--- src/rtl/psw_pkg.sv ---
package psw_pkg;

    typedef enum logic [2:0] {
        PH_IDLE  = 3'd0,
        PH_SETUP = 3'd1,
        PH_PULSE = 3'd2,
        PH_HOLD  = 3'd3,
        PH_RECOV = 3'd4
    } phase_e;

    typedef struct packed {
        logic cs_n;
        logic we_n;
        logic ub_n;
        logic lb_n;
        logic adv_n;
        logic oe;
        logic done;
    } pins_t;

    localparam pins_t PINS_IDLE = '{cs_n: 1'b1, we_n: 1'b1, ub_n: 1'b1,
                                   lb_n: 1'b1, adv_n: 1'b1, oe: 1'b0,
                                   done: 1'b0};

endpackage

--- src/rtl/psw_phase_timer.sv ---
module psw_phase_timer #(
    parameter int CNT_W = 4
) (
    input  logic             clk,
    input  logic             rst,
    input  logic             load,
    input  logic [CNT_W-1:0] load_val,
    output logic [CNT_W-1:0] cnt_nx,
    output logic             last
);

    logic [CNT_W-1:0] cnt_d, cnt_q;

    always_comb begin
        cnt_d = cnt_q;
        if (load) begin
            cnt_d = load_val;
        end else if (cnt_q != '0) begin
            cnt_d = cnt_q - CNT_W'(1);
        end
    end

    always_ff @(posedge clk) begin
        if (rst) begin
            cnt_q <= '0;
        end else begin
            cnt_q <= cnt_d;
        end
    end

    assign cnt_nx = cnt_d;
    assign last   = (cnt_q == '0);

endmodule

--- src/rtl/psw_pin_encoder.sv ---
module psw_pin_encoder
    import psw_pkg::*;
#(
    parameter int CNT_W     = 4,
    parameter int SETUP_LEN = 2,
    parameter int ADV_LEN   = 1,
    parameter int PULSE_LEN = 3,
    parameter bit TERM_CS   = 1'b0
) (
    input  logic             clk,
    input  logic             rst,
    input  phase_e           phase_nx,
    input  logic [CNT_W-1:0] cnt_nx,
    input  logic [1:0]       be_nx,
    input  logic             hold_nx,
    output pins_t            pins
);

    localparam logic [CNT_W-1:0] ADV_EDGE   = CNT_W'(SETUP_LEN - ADV_LEN);
    localparam logic [CNT_W-1:0] PULSE_HEAD = CNT_W'(PULSE_LEN - 1);

    pins_t pins_d, pins_q;
    logic  in_pulse, in_hold, in_setup, busy;

    always_comb begin
        in_setup = (phase_nx == PH_SETUP);
        in_pulse = (phase_nx == PH_PULSE);
        in_hold  = (phase_nx == PH_HOLD);
        busy     = (phase_nx != PH_IDLE);

        pins_d = PINS_IDLE;
        if (TERM_CS) begin
            pins_d.cs_n = !(in_setup || in_pulse);
            pins_d.we_n = !(in_pulse || in_hold);
        end else begin
            pins_d.cs_n = !(in_setup || in_pulse || in_hold);
            pins_d.we_n = !in_pulse;
        end
        pins_d.ub_n  = !((in_pulse || in_hold) && be_nx[1]);
        pins_d.lb_n  = !((in_pulse || in_hold) && be_nx[0]);
        pins_d.adv_n = !((hold_nx && busy) ||
                         (!hold_nx && in_setup && (cnt_nx >= ADV_EDGE)));
        pins_d.oe    = (in_pulse && (cnt_nx != PULSE_HEAD)) || in_hold;
        pins_d.done  = (phase_nx == PH_RECOV) && (cnt_nx == '0);
    end

    always_ff @(posedge clk) begin
        if (rst) begin
            pins_q <= PINS_IDLE;
        end else begin
            pins_q <= pins_d;
        end
    end

    assign pins = pins_q;

endmodule

--- src/rtl/psw_write_ctrl.sv ---
module psw_write_ctrl
    import psw_pkg::*;
#(
    parameter int ADDR_W        = 21,
    parameter int DATA_W        = 16,
    parameter int T_ADDR_SETUP  = 2,
    parameter int T_ADV_LOW     = 1,
    parameter int T_WE_LOW      = 3,
    parameter int T_DATA_SETUP  = 2,
    parameter int T_DATA_HOLD   = 1,
    parameter int T_RECOVER     = 2,
    parameter bit TERM_CS       = 1'b0
) (
    input  logic              clk,
    input  logic              rst,
    input  logic              req_valid,
    input  logic [ADDR_W-1:0] req_addr,
    input  logic [DATA_W-1:0] req_data,
    input  logic [1:0]        req_be,
    input  logic              adv_hold,
    output logic              req_ready,
    output logic              done,
    output logic [ADDR_W-1:0] mem_addr,
    output logic              mem_adv_n,
    output logic              mem_cs_n,
    output logic              mem_we_n,
    output logic              mem_ub_n,
    output logic              mem_lb_n,
    output logic [DATA_W-1:0] mem_dq_out,
    output logic              mem_dq_oe
);

    localparam int SETUP_LEN = (T_ADDR_SETUP > T_ADV_LOW) ? T_ADDR_SETUP : T_ADV_LOW;
    localparam int PULSE_LEN = (T_WE_LOW > T_DATA_SETUP + 1) ? T_WE_LOW : T_DATA_SETUP + 1;
    localparam int MAX_AB    = (SETUP_LEN > PULSE_LEN) ? SETUP_LEN : PULSE_LEN;
    localparam int MAX_CD    = (T_DATA_HOLD > T_RECOVER) ? T_DATA_HOLD : T_RECOVER;
    localparam int MAX_LEN   = (MAX_AB > MAX_CD) ? MAX_AB : MAX_CD;
    localparam int CNT_W     = $clog2(MAX_LEN + 1);

    typedef struct packed {
        phase_e            phase;
        logic [ADDR_W-1:0] addr;
        logic [DATA_W-1:0] data;
        logic [1:0]        be;
        logic              hold;
    } ctl_t;

    ctl_t             ctl_d, ctl_q;
    logic             t_load, t_last;
    logic [CNT_W-1:0] t_load_val, t_cnt_nx;
    logic             take;
    pins_t            pins;

    assign req_ready = (ctl_q.phase == PH_IDLE);
    assign take      = req_valid && req_ready && (req_be != 2'b00);

    always_comb begin
        ctl_d = ctl_q;
        unique case (ctl_q.phase)
            PH_IDLE: begin
                if (take) begin
                    ctl_d.phase = PH_SETUP;
                    ctl_d.addr  = req_addr;
                    ctl_d.data  = req_data;
                    ctl_d.be    = req_be;
                    ctl_d.hold  = adv_hold;
                end
            end
            PH_SETUP: if (t_last) ctl_d.phase = PH_PULSE;
            PH_PULSE: if (t_last) ctl_d.phase = PH_HOLD;
            PH_HOLD:  if (t_last) ctl_d.phase = PH_RECOV;
            PH_RECOV: if (t_last) ctl_d.phase = PH_IDLE;
            default:  ctl_d.phase = PH_IDLE;
        endcase

        t_load = (ctl_d.phase != ctl_q.phase);
        unique case (ctl_d.phase)
            PH_SETUP: t_load_val = CNT_W'(SETUP_LEN - 1);
            PH_PULSE: t_load_val = CNT_W'(PULSE_LEN - 1);
            PH_HOLD:  t_load_val = CNT_W'(T_DATA_HOLD - 1);
            PH_RECOV: t_load_val = CNT_W'(T_RECOVER - 1);
            default:  t_load_val = '0;
        endcase
    end

    always_ff @(posedge clk) begin
        if (rst) begin
            ctl_q <= '{phase: PH_IDLE, addr: '0, data: '0, be: 2'b00, hold: 1'b0};
        end else begin
            ctl_q <= ctl_d;
        end
    end

    psw_phase_timer #(
        .CNT_W (CNT_W)
    ) u_timer (
        .clk      (clk),
        .rst      (rst),
        .load     (t_load),
        .load_val (t_load_val),
        .cnt_nx   (t_cnt_nx),
        .last     (t_last)
    );

    psw_pin_encoder #(
        .CNT_W     (CNT_W),
        .SETUP_LEN (SETUP_LEN),
        .ADV_LEN   (T_ADV_LOW),
        .PULSE_LEN (PULSE_LEN),
        .TERM_CS   (TERM_CS)
    ) u_pins (
        .clk      (clk),
        .rst      (rst),
        .phase_nx (ctl_d.phase),
        .cnt_nx   (t_cnt_nx),
        .be_nx    (ctl_d.be),
        .hold_nx  (ctl_d.hold),
        .pins     (pins)
    );

    assign mem_addr   = ctl_q.addr;
    assign mem_dq_out = ctl_q.data;
    assign mem_cs_n   = pins.cs_n;
    assign mem_we_n   = pins.we_n;
    assign mem_ub_n   = pins.ub_n;
    assign mem_lb_n   = pins.lb_n;
    assign mem_adv_n  = pins.adv_n;
    assign mem_dq_oe  = pins.oe;
    assign done       = pins.done;

endmodule

--- config.mk ---
export PLATFORM = sky130hd
export DESIGN_NAME = psw_write_ctrl
export DESIGN_NICKNAME = d
export VERILOG_FILES = /design/src/rtl/psw_pkg.sv /design/src/rtl/psw_phase_timer.sv /design/src/rtl/psw_pin_encoder.sv /design/src/rtl/psw_write_ctrl.sv
export SDC_FILE = /design/constraint.sdc
export NUM_CORES = 1
export LEC_CHECK = 0
export BUFFER_PORTS_ARGS = -buffer_cell sky130_fd_sc_hd__buf_2
export CAP_MARGIN = 40
export CORE_MARGIN = 10
export CORE_UTILIZATION = 52
export DETAILED_ROUTE_END_ITERATION = 12
export PLACE_DENSITY = 0.93
export SYNTH_ARGS = -nofsm -noshare
export SYNTH_HDL_FRONTEND = slang
export SYNTH_SLANG_ARGS = --single-unit
--- constraint.sdc ---
create_clock -name clk -period 4.59 [get_ports clk]
set_input_delay 0.6885 -clock clk [delete_from_list [all_inputs] [get_ports clk]]
set_output_delay 0.6885 -clock clk [all_outputs]
set_load 0.02 [all_outputs]
### Yosys cells after proc, flatten, opt, wreduce, memory -nomap -nowiden

Index checks and enable logic that the tools add are counted.

* bits in registers: 52
* input bits: 43
* output and inout port bits: 45
* word-level logic and storage cells: 63

* add/sub/neg operators: 1
* magnitude comparators: 1
* equal/unequal tests: 10
* muxes and demuxes: 10
* reductions and logical operators: 28

Operators with widths (count)
* 43-bit 2-to-1 mux: 1
* 3-bit 2-to-1 mux: 5
* 3-bit case mux with 5 select lines: 1
* 3-bit by 2-bit equality test with 1-bit output, second input constant: 4
* 1-bit logical AND: 9
* 3-bit by 1-bit equality test with 1-bit output, second input constant: 2
* 3-bit equality test, second input constant: 2
* 1-bit zero test: 6
* 1-bit logical OR: 5
* 2-bit zero test: 2
* 2-bit 2-to-1 mux: 2
* 2-bit case mux with 2 select lines: 1
* 2-bit nonzero test: 2
* 3-bit zero test: 1
* 3-bit inequality test: 1
* 3-bit nonzero test: 1
* 2-bit by 1-bit greater-or-equal comparator with 1-bit output, second input constant: 1
* 2-bit inequality test, second input constant: 1
* 2-bit AND reduction: 1
* 2-bit OR reduction: 1
* 2-bit by 1-bit subtractor with 2-bit output, second input constant: 1

### Longest topological paths before layout

* depth in word-level cells: 13
* depth in mapped cells: 6
* gate-level depth less buffers: 4

### By module

A second synthesis with hierarchy kept.

* cells, all modules: 288
* area total of the unflattened synthesis: 2602.5 sq um

Modules (own cells, without submodules)
* psw_write_ctrl: times used 1, cells an instance 255, area an instance 2290.9 sq um, seq. area each 860.8 sq um
* psw_pin_encoder: times used 1, cells an instance 22, area an instance 222.7 sq um, seq. area each 140.1 sq um
* psw_phase_timer: times used 1, cells an instance 11, area an instance 88.8 sq um, seq. area each 40.0 sq um

### Least setup slack after synthesis

Ideal clock, no wire load.

* kind: input to register
* from: input port req_valid
* to: register u_pins.pins_q, in the netlist u_pins.pins[2]
* library setup time: 0.120 ns
* arrival: 1.801 ns
* data required time: 4.470 ns
* setup slack: 2.669 ns
* stages on the path: 6
* buffers on the path: 2
* path through: nand2b_4 -> or4_1 -> clkbuf_1 -> buf_6 -> o211a_1 -> a211o_1

* word-level cells in the longest chain between the ends: 12
* elaborated cells between the ends (all ways): 20
* classes of those cells: order compare: 1; eq/ne: 4; mux: 5; reduce/logical: 10

Ends and longest elaborated chain
* start: declaration: RTL line psw_write_ctrl.sv:16 `input logic req_valid,`
* 1-bit logical AND * (2 in series): RTL line psw_write_ctrl.sv:55 `assign take = req_valid && req_ready && (req_be != 2'b00);`
* 43-bit 2-to-1 mux *: RTL line psw_write_ctrl.sv:61 `if (take) begin`
* 3-bit case mux with 5 select lines: RTL line psw_write_ctrl.sv:59 `unique case (ctl_q.phase)`
* 3-bit equality test / 3-bit by 1-bit equality test with 1-bit output (equally long branches): RTL line psw_write_ctrl.sv:77, psw_pin_encoder.sv:26
* 2-bit OR reduction (no source line)
* 2-bit case mux with 2 select lines: RTL line psw_write_ctrl.sv:77 `unique case (ctl_d.phase)`
* 2-bit 2-to-1 mux: RTL line psw_phase_timer.sv:16 `if (load) begin`
* 2-bit by 1-bit greater-or-equal comparator with 1-bit output: RTL line psw_pin_encoder.sv:42 `(!hold_nx && in_setup && (cnt_nx >= ADV_EDGE)));`
* 1-bit logical AND: RTL line psw_pin_encoder.sv:42
* 1-bit logical OR *: RTL line psw_pin_encoder.sv:41 `pins_d.adv_n = !((hold_nx && busy) ||`
* 1-bit zero test *: RTL line psw_pin_encoder.sv:41
* end signal: assignment: RTL line psw_pin_encoder.sv:51 `pins_q <= pins_d;`
* end: declaration: RTL line psw_pin_encoder.sv:22 `pins_t pins_d, pins_q;`

Mark *: on every way between the ends. The rest lies on a longest branch, timed or not.
A chain may end at the register's enable or synchronous reset.

### Worst setup path after layout

* from: register ctl_q[40] (netlist name)
* to: output port req_ready

* word-level cells in the longest chain between the ends: 1

Ends and longest elaborated chain
* start: declaration: RTL line psw_write_ctrl.sv:48 `ctl_t ctl_d, ctl_q;`
* start signal: assignment: RTL line psw_write_ctrl.sv:88 `ctl_q <= '{phase: PH_IDLE, addr: '0, data: '0, be: 2'b00, hold: 1'b0};`
* start signal: assignment: RTL line psw_write_ctrl.sv:90 `ctl_q <= ctl_d;`
* 3-bit zero test: RTL line psw_write_ctrl.sv:54 `assign req_ready = (ctl_q.phase == PH_IDLE);`
* end: declaration: RTL line psw_write_ctrl.sv:21 `output logic req_ready,`

No other way between the ends.

==> impl_metrics.json <==
{
  "synth_edf_count": 0,
  "ir_worst_vdd_v": 0.000296,
  "fin_crit_ns": 2.20,
  "firstDrtPassIters": 4,
  "gp_congestion": 0.832,
  "cp_max_fo": 16,
  "antenna_found_initial": 0,
  "p_leak_nw": 1.13,
  "rsz0062_at_grt": "no",
  "syn_area_mm2": 0.00222,
  "grt_pass1_wl_mm": 8.49,
  "wirelength_mm": 5.02,
  "die_w_um": 85.4,
  "num-nets-final": 364,
  "area_growth_pct": 11.3,
  "vias_per_cell": 4.95,
  "area.sequential_mm2": 0.00104,
  "slew_violations": 0,
  "fp.dieH_um": 85.4,
  "synthArstFlopShare": 0,
  "grt_max_degree": 50,
  "clockBufferDepth": 2,
  "skew_ns": 0.00723,
  "status": "finished clean",
  "power_density_mw_per_mm2": 482,
  "n_antenna_cell": 0,
  "tightest_slew_ns": 0.848,
  "worst_slew_margin_rel": 0.435,
  "final_design_area_no_fill_mm2": 0.00247,
  "ant_nets": 0,
  "fin_crit_sh": 0.480,
  "initial_utilization": 0.548,
  "synthFlopType": "dfxtp_1",
  "synth.top_cell.area_share": 0.468,
  "grtUsageTotal": 0.137,
  "synth_warnings": 0,
  "fillers": 375,
  "cts_tree": "done",
  "endpoint_kind": "output pin",
  "placed_cell_area_mm2": 0.00238,
  "htreeDepth": 2,
  "grt_pass1_vias": 1855,
  "post_cts.repair.setup_buffers": 0,
  "crit_type": "reg2out",
  "clk_latency_ns": 0.29,
  "drt_iter0_markers": 102,
  "final_util": 0.610,
  "drv_cap": 0,
  "required_ns": 3.90,
  "boundaryPins": 88,
  "std_cell_rows": 23,
  "multi_input_area_um2": 823,
  "netlist-cell-type-count": 32,
  "finalSetupTns_ns": 0,
  "fp.dieArea_mm2": 0.00729,
  "wl_per_cell_um": 13.5,
  "core_mm2": 0.00406,
  "finalHoldViolations": 0,
  "hold_ws_ns": 0.453,
  "hold_path.class": "reg2reg",
  "setup_viol": 0,
  "synthTopCellsByArea": "dfxtp_1 47%, nand2_1 14%, buf_4 12%",
  "path_clk_slew_ns": 0.09,
  "synthCells": 280,
  "detail_route.drc_violations": 0,
  "ys_ff_latch": 52,
  "worstPathArrival_ns": 1.51,
  "avgSynthCellArea_um2": 7.94,
  "cts_buffers": 5,
  "clkSinkCount": 52,
  "fmax_mhz": 454,
  "fin_total_pwr_mw": 1.19,
  "hpwl_mm": 3.69,
  "gr-total-overflow": 0,
  "cts_resized": 0,
  "cts_root_buf": "clkbuf_8",
  "start_kind": "register",
  "numPortBuffers": 87,
  "synth_seq_area_share": 0.468,
  "synth_area_leader_cell": "dfxtp_1",
  "hold_buffers": 0,
  "final_cell_mix": "87 x buf_2, 85 x nand2_1, 52 x dfxtp_1",
  "syn-num-nets": 323,
  "vias": 1843,
  "final_common_cell": "buf_2",
  "drive_gt1_frac": 0.307
}
per-stage QoR:
stage / instances / setup slack [ns]
detailed placement: 364 / 2.44
finish: 372 / 2.39
floorplan: 280 / 2.67
global route: 372 / 2.25
global placement: 364 / 2.47
CTS: 372 / 2.39
final timing paths:
path              depth (start not counted)                       from                         to  slack [ns]
hold reg to reg                           2  mem_addr[19]$_SDFFE_PP0P_  mem_addr[19]$_SDFFE_PP0P_        0.45
hold / removal                            2  mem_addr[19]$_SDFFE_PP0P_  mem_addr[19]$_SDFFE_PP0P_        0.45
setup reg to reg                          5       ctl_q[42]$_SDFF_PP0_  u_pins.pins[2]$_SDFF_PP1_        2.64
setup / recovery                          4       ctl_q[40]$_SDFF_PP0_                  req_ready        2.39
synth_stat cells (2+ instances only):
library cell	n
dfxtp_1	52
nor2_1	9
o211a_1	2
nand2_1	85
a21oi_1	42
nor4b_1	2
clkbuf_1	13
buf_2	4
or2_2	2
inv_1	2
buf_4	37
nand3_1	2
nor2b_1	3
nor3_1	3
o21ai_0	4
a22o_1	2
metal layers:
metal / share of wire / track usage / up-vias
li1: - / - / 957
met1: 0.37 / 0.134 / 825
met2: 0.51 / 0.248 / 50
met3: 0.096 / 0.0621 / 11
met4: 0.017 / 0.0494 / 0
met5: 0 / 0 / -
cells by family (layout without fill, tap and decap cells):
| family | count (synthesis) | count (layout) | share of synthesized area |
|---|---|---|---|
| and+or+nand+nor | 110 | 110 | 0.208 |
| AOI/OAI and AO/OA | 59 | 59 | 0.151 |
| buffers and inverters | 57 | 99 | 0.164 |
| DFF | 52 | 52 | 0.468 |
| xor gates and xnor gates | 1 | 1 | 0.00394 |
| muxes | 1 | 1 | 0.00450 |
where the power goes:
group | internal, mW | total (mW) | switching (mW)
sequential | 0.516 | 0.569 | 0.0526
combinational | 0.135 | 0.366 | 0.231
clock | 0.123 | 0.257 | 0.134
registers in the layout, indices dropped and copies added (netlist names):
signal	count
u_pins.pins	7
mem_dq_out	16
u_timer.cnt_q	2
ctl_q	6
mem_addr	21
worst max-delay path: stages, from the launching register on:
cell and delay, ns:
dfxtp_1 0.48, nor2_1 0.38, inv_1 0.10, nor2_1 0.09, buf_2 0.17
area by class of cell:
class | count | area share
timing repair buffer | 89 | 0.182
multi-input combinational | 171 | 0.333
clock buffer | 8 | 0.0364
sequential | 52 | 0.421
inverter | 2 | 0.00303
tap | 50 | 0.0253
Power figures use the tool's default switching activity.
